File: config.mk
export PLATFORM = sky130hd
export DESIGN_NAME = irq_mask_ctrl
export DESIGN_NICKNAME = d
export VERILOG_FILES = /design/src/rtl/irqc_pkg.sv /design/src/rtl/irqc_edge_sync.sv /design/src/rtl/irqc_flag_latch.sv /design/src/rtl/irqc_mask_reg.sv /design/src/rtl/irq_mask_ctrl.sv
export SDC_FILE = /design/constraint.sdc
export NUM_CORES = 1
export LEC_CHECK = 0
export CORE_MARGIN = 3
export CORE_UTILIZATION = 40
export DETAILED_ROUTE_END_ITERATION = 12
export PLACE_DENSITY_LB_ADDON = 0.08
export SYNTH_ARGS = -nofsm -noshare
export SYNTH_HDL_FRONTEND = slang
export SYNTH_SLANG_ARGS = --single-unit
File: constraint.sdc
create_clock -name clk -period 1.42 [get_ports clk]
set_input_delay 0.284 -clock clk [delete_from_list [all_inputs] [get_ports clk]]
set_output_delay 0.284 -clock clk [all_outputs]
set_load 0.01 [all_outputs]
File: src/rtl/irqc_pkg.sv
package irqc_pkg;

    localparam int unsigned SRC_N  = 5;
    localparam int unsigned BYTE_W = 8;

    // Bit position of each source in the flag and mask vectors
    localparam int unsigned POS_TMR_A = 0;
    localparam int unsigned POS_TMR_B = 1;
    localparam int unsigned POS_ALARM = 2;
    localparam int unsigned POS_SERIAL = 3;
    localparam int unsigned POS_FLAG = 4;

    typedef logic [SRC_N-1:0] src_vec_t;

    typedef struct packed {
        logic                  set_not_clr;
        logic [BYTE_W-SRC_N-2:0] spare;
        src_vec_t              select;
    } mask_cmd_t;

    typedef struct packed {
        logic                  any_active;
        logic [BYTE_W-SRC_N-2:0] zero;
        src_vec_t              pending;
    } status_byte_t;

    function automatic src_vec_t apply_cmd(src_vec_t cur, mask_cmd_t cmd);
        if (cmd.set_not_clr)
            return cur | cmd.select;
        else
            return cur & ~cmd.select;
    endfunction

    function automatic status_byte_t pack_status(src_vec_t flags, src_vec_t mask);
        status_byte_t s;
        s.any_active = |(flags & mask);
        s.zero       = '0;
        s.pending    = flags;
        return s;
    endfunction

endpackage

File: src/rtl/irqc_edge_sync.sv
module irqc_edge_sync #(
    parameter int unsigned STAGES = 2
) (
    input  logic clk,
    input  logic rst,
    input  logic pin_n,
    output logic fall_pulse
);
    localparam int unsigned LAST = STAGES - 1;

    logic [STAGES-1:0] chain;
    logic              prev;

    generate
        for (genvar g = 0; g < STAGES; g++) begin : g_stage
            if (g == 0) begin : g_first
                always_ff @(posedge clk) begin
                    if (rst) chain[g] <= 1'b1;
                    else     chain[g] <= pin_n;
                end
            end else begin : g_next
                always_ff @(posedge clk) begin
                    if (rst) chain[g] <= 1'b1;
                    else     chain[g] <= chain[g-1];
                end
            end
        end
    endgenerate

    always_ff @(posedge clk) begin
        if (rst) prev <= 1'b1;
        else     prev <= chain[LAST];
    end

    assign fall_pulse = prev & ~chain[LAST];

    // a detected fall never lasts more than one cycle
    a_r8_single_pulse: assert property (@(posedge clk) disable iff (rst)
        fall_pulse |=> !fall_pulse);

endmodule

File: src/rtl/irqc_flag_latch.sv
module irqc_flag_latch
    import irqc_pkg::*;
(
    input  logic     clk,
    input  logic     rst,
    input  src_vec_t events,
    input  logic     clear,
    output src_vec_t flags
);
    src_vec_t flags_q;

    always_ff @(posedge clk) begin
        if (rst)        flags_q <= '0;
        else if (clear) flags_q <= events;
        else            flags_q <= flags_q | events;
    end

    assign flags = flags_q;

    // every event is visible as a flag after its edge, even during a read
    a_r7_event_kept: assert property (@(posedge clk) disable iff (rst)
        (events != '0) |=> ((flags & $past(events)) == $past(events)));

    // a read with no new event leaves no flag behind
    a_r6_read_clears: assert property (@(posedge clk) disable iff (rst)
        (clear && events == '0) |=> (flags == '0));

    // without a read, flags never drop
    a_r3_sticky: assert property (@(posedge clk) disable iff (rst)
        !clear |=> ((flags & $past(flags)) == $past(flags)));

endmodule

File: src/rtl/irqc_mask_reg.sv
module irqc_mask_reg
    import irqc_pkg::*;
(
    input  logic      clk,
    input  logic      rst,
    input  logic      wr_en,
    input  mask_cmd_t cmd,
    output src_vec_t  mask
);
    src_vec_t mask_q;

    always_ff @(posedge clk) begin
        if (rst)        mask_q <= '0;
        else if (wr_en) mask_q <= apply_cmd(mask_q, cmd);
    end

    assign mask = mask_q;

    // selected bits are set after a set-write
    a_r1_set_bits: assert property (@(posedge clk) disable iff (rst)
        (wr_en && cmd.set_not_clr) |=>
            ((mask & $past(cmd.select)) == $past(cmd.select)));

    // selected bits are cleared after a clear-write
    a_r2_clear_bits: assert property (@(posedge clk) disable iff (rst)
        (wr_en && !cmd.set_not_clr) |=> ((mask & $past(cmd.select)) == '0));

    // unselected bits keep their value
    a_r2_others_kept: assert property (@(posedge clk) disable iff (rst)
        wr_en |=> ((mask & ~$past(cmd.select)) == ($past(mask) & ~$past(cmd.select))));

    a_r2_hold_idle: assert property (@(posedge clk) disable iff (rst)
        !wr_en |=> $stable(mask));

endmodule

File: src/rtl/irq_mask_ctrl.sv
module irq_mask_ctrl
    import irqc_pkg::*;
#(
    parameter int unsigned SYNC_STAGES = 2
) (
    input  logic              clk,
    input  logic              rst,
    input  logic              evt_timer_a,
    input  logic              evt_timer_b,
    input  logic              evt_alarm,
    input  logic              evt_serial,
    input  logic              flag_pin_n,
    input  logic              wr_en,
    input  logic [BYTE_W-1:0] wr_data,
    input  logic              rd_en,
    output logic [BYTE_W-1:0] rd_data,
    output logic              irq_n
);
    src_vec_t     events;
    src_vec_t     flags;
    src_vec_t     mask;
    logic         flag_fall;
    mask_cmd_t    cmd;
    status_byte_t status;
    logic         unused_spare;

    irqc_edge_sync #(.STAGES(SYNC_STAGES)) u_sync (
        .clk       (clk),
        .rst       (rst),
        .pin_n     (flag_pin_n),
        .fall_pulse(flag_fall)
    );

    always_comb begin
        events             = '0;
        events[POS_TMR_A]  = evt_timer_a;
        events[POS_TMR_B]  = evt_timer_b;
        events[POS_ALARM]  = evt_alarm;
        events[POS_SERIAL] = evt_serial;
        events[POS_FLAG]   = flag_fall;
    end

    assign cmd          = mask_cmd_t'(wr_data);
    assign unused_spare = ^cmd.spare;

    irqc_mask_reg u_mask (
        .clk  (clk),
        .rst  (rst),
        .wr_en(wr_en),
        .cmd  (cmd),
        .mask (mask)
    );

    irqc_flag_latch u_flags (
        .clk   (clk),
        .rst   (rst),
        .events(events),
        .clear (rd_en),
        .flags (flags)
    );

    assign status  = pack_status(flags, mask);
    assign rd_data = status;
    assign irq_n   = ~status.any_active;

    // with no enabled source the line stays released
    a_r5_idle_high: assert property (@(posedge clk) disable iff (rst)
        (mask == '0) |-> irq_n);

    // the spare read bits are always zero
    a_r3_spare_zero: assert property (@(posedge clk) disable iff (rst)
        rd_data[BYTE_W-2:SRC_N] == '0);

endmodule

======== Word-level counts from Yosys, hierarchy flattened ========
Cells that the tools add are included.
storage, ports and cells
  logic and storage cells ................. 16
  register bits after elaboration ......... 13
cells by class
  multiplexer cells ....................... 2
  reductions and logical operators ........ 1
  bitwise gates (word level) .............. 8
operator list
  operator            count
  5-bit AND           2
  5-bit two-way mux   2
  5-bit OR            2
  5-bit NOT           1
  5-bit OR reduction  1
  1-bit NOT           2
  1-bit AND           1

======== Depth between registers and ports, before layout ========
  depth in word-level cells ............... 4
  mapped depth ............................ 3
  depth with buffers taken out ............ 2

======== Modules after synthesis ========
From an unflattened synthesis, not the netlist that was laid out.
unflattened totals
  cells, all modules ...................... 55
  area, all modules ....................... 518.0 µm²
modules (own cells, without submodules)
  module           times used  area an instance (µm²)  cells each
  irqc_mask_reg    1           211.5                   21
  irqc_flag_latch  1           175.2                   20
  irqc_edge_sync   1           85.1                    7
  irq_mask_ctrl    1           46.3                    7

======== Least setup slack after synthesis ========
No wires, ideal clock.
  path type ............................... register to output
  from .................................... register u_flags.flags_q[1] (netlist: u_flags.flags[1])
  to ...................................... output port irq_n
  setup slack ............................. 349 ps
  required time ........................... 1136 ps
  data arrival time ....................... 787 ps
  stages on the path, launching flop included .. 3
  cells stage by stage .................... dfxtp_1 > a22oi_1 > and4_1
between the ends
  cells in the longest elaborated chain, start to end .. 3
RTL lines
  element                 line                   RTL
  start, declared         irqc_flag_latch.sv:10  src_vec_t flags_q;
  start signal, assigned  irqc_flag_latch.sv:14  else if (clear) flags_q <= events;
  start signal, assigned  irqc_flag_latch.sv:15  else flags_q <= flags_q | events;
  5-bit AND               irqc_pkg.sv:36         s.any_active = |(flags & mask);
  5-bit OR reduction      irqc_pkg.sv:36
  1-bit NOT               irq_mask_ctrl.sv:64    assign irq_n = ~status.any_active;
  end, declared           irq_mask_ctrl.sv:17    output logic irq_n
Every way passes these cells.

======== Worst setup path in the final report ========
Same ends and word-level chain as after synthesis.

==> implementation parameters <==
Parameter                              Value

Status
  Outcome    complete, no violations

Synthesis
  Sequential fraction of the synthesis area    between 40 and 50%
  Mux cell area share after synthesis    0%
  Flip-flop and latch count after synthesis    13
  Top area cells in the synthesized netlist    sky130_fd_sc_hd__dfxtp_1 (48%), sky130_fd_sc_hd__a21bo_1 (9.2%), sky130_fd_sc_hd__a21oi_2 (8.0%), sky130_fd_sc_hd__nand2b_1 (6.9%), sky130_fd_sc_hd__a21oi_1 (4.6%)
  Post-synthesis instance area    544 um2
  Number of warnings reported in the yosys synthesis log    0
  Cell taking the most area after synthesis    sky130_fd_sc_hd__dfxtp_1
  Area share of the largest cell type after synthesis    47.8%
  Yosys cell types    16
  XOR/XNOR Fraction of Synth Area    0%
  Average instance area after synthesis    9.55 um2
  Mapped Cells    57
  Compound-gate portion of the synthesized area    23.2%
  Main combinational cell family by area after synthesis    compound AO/OA/AOI/OAI gates
  Adder and majority gate portion of the synthesized area    0%
  Post-Synth Simple-Gate Area    19.8%

Global routing
  Pin count of the biggest net entering global routing    11
  Global-route wire length before repair    1.82 mm
  Via count of the first global-routing pass    464
  Antenna violations before repair    0
  Overflow after GRT    0
  Total routing resource utilization after global routing    13.4%

Clock network
  CTS Root Cell    sky130_fd_sc_hd__clkbuf_4
  Maximum buffer depth of the clock tree    2
  Number of buffers created by CTS    3
  TritonCTS clock tree    done
  Hold-fix buffer count after cts    0
  Source-to-sink clock delay at the later pin of the worst-skew pair    0.27 ns
  Clock slew at reported path FFs    around 0.07 ns
  H-tree depth    1
  Total setup buffers inserted after CTS    0
  Number of sinks driven by the clock tree    13

Setup path
  Endpoint type of the worst setup path    output port
  Crit path from    u_flags.flags[1]$_SDFF_PP0_
  Arrival time of data at the critical path endpoint    1.09 ns
  Required arrival time at the worst endpoint    between 1 and 1.5 ns
  CP Class    register to output port
  Crit-path max FO    2
  Startpoint kind of the worst setup timing path    register

Die
  Initial core utilization    45.9%
  FP Rows    12
  Y dimension of the die    around 43 um
  Die area    1840 um2
  Area of the core    1190 um2
  Count of pins on the block boundary    26
  Die X-Extent    42.9 um

Worst hold path
  Startpoint of the worst hold path    u_sync.chain[0]$_SDFF_PP1_
  Hold Crit Class    register to register

Place
  Weighted congestion at the end of routability-driven global placement    between 0.6 and 0.7
  Dpl cells    94
  Total of buffers placed on input and output ports    21
  Detailed placement HPWL    825 um
  Post-place setup slack    -0.132 ns

Drt
  Remaining design rule violation count    0
  Residual antenna-violating net count after detailed routing    0
  Post-detailed-route wirelength per cell    roughly 11 um
  Number of detailed-routing iterations run before antenna repair    1
  Total via count after detailed routing    471
  Number of DRC markers in iteration 0    0
  Final WL    1.05 mm
  Post-detailed-route via-to-cell ratio    approximately 4.8

Layout
  Area growth from synthesis to final layout    46.7%
  Net total in the final layout    102
  Post-layout instance count excluding filler cells    98
  Count of inserted antenna diode cells    0
  Share of final-layout standard cells stronger than drive strength 1    23.8%
  Multi-input gate area in the final layout    246 um2
  Final-layout fill cell count    108
  FF+latch area    262 um2
  Most common cell after layout, fill and taps aside    sky130_fd_sc_hd__clkdlybuf4s50_1
  Most frequent cells in the layout    sky130_fd_sc_hd__clkdlybuf4s50_1 (14), sky130_fd_sc_hd__dfxtp_1 (12), sky130_fd_sc_hd__nand2b_1 (6)

Timing
  Pins over their slew limit    0
  Slack of the critical path    ~0.043 ns
  Final-report hold violation count    0
  Setup repair after global routing missed its margin    true
  Period utilisation layout    96.9%
  Final Setup Violations    0
  Setup Skew    roughly 0.00017 ns
  Highest achievable clock rate    0.726 GHz
  Post-route worst hold slack    just over 0.4 ns
  Post-layout min period    ~1.4 ns

Power and ir drop
  Pleak    0.336 nW
  VDD IR-drop max    0.000638 V
  Total power per unit cell area    926 nW/um2

Job
  Max-cap viol count    0
==> routing by layer <==
metal	wire length, um	share of wire (%)	up-vias	global-route usage, %
met5	0	0	-	0
met4	29	2.8	0	11.2
met3	101	9.6	4	2.54
met2	434	41	21	21.0
met1	489	46	202	15.3
li1	-	-	244	-
==> report_power, final <==
group	internal [mW]	total [mW]	leakage (nW)	switching [mW]
Clock	0.109	0.223	0.0150	0.114
Sequential	0.383	0.393	0.107	0.00953
Combinational	0.0750	0.123	0.214	0.0483
Total	0.567	0.739	0.336	0.172
==> cells in the mapped netlist, drive strengths merged <==
library cell,count
nand2b,6
a21bo,5
nand4,1
a21oi,10
dfxtp,13
buf,4
or2,3
nand3,5
nand2,3
and4,1
conb,1
a22oi,1
inv,4
==> cells by family (layout without fill, tap and decap cells) <==
kind of cell	Yosys count	after routing
and+or+nand+nor	19	19
AOI/OAI and AO/OA	16	16
DFF	13	13
buffers and inverters	8	34
other	1	2
==> final timing paths <==
check                                to  slack [ns]  cells after the start
min reg2reg  u_sync.chain[1]$_SDFF_PP1_        0.41                      1
min          u_sync.chain[1]$_SDFF_PP1_        0.41                      1
max reg2reg                    register        0.67                      2
max                               irq_n        0.04                      3
==> what timing repair did <==
item,CTS,global route
pin swaps,2,2
resized for setup,14,1
endpoints found under the setup margin,7,2
==> final cells by class <==
type,instances,area share [%]
multi-input combinational,37,30.9
sequential,13,32.8
tap,14,2.19
clock buffer,4,3.29
inverter,4,1.88
timing repair buffer,26,29.0
==> critical path: stages, from the launching register on <==
cell	delay (ns)
sky130_fd_sc_hd__dfxtp_2	0.33
sky130_fd_sc_hd__a22oi_2	0.19
sky130_fd_sc_hd__and4_1	0.18
sky130_fd_sc_hd__buf_2	0.12
==> per-stage QoR <==
stage	total power, mW	cell area [um2]	TNS, ns	util [%]
floorplan	0.456	548	0	-
global placement	0.532	782	-0.134	65.9
detailed placement	0.534	782	-0.135	65.9
CTS	0.745	797	0	67.2
global route	0.780	798	-0.0430	67.3
finish	0.739	798	0	67.3
No activity file was read; power rests on OpenSTA's default activity.
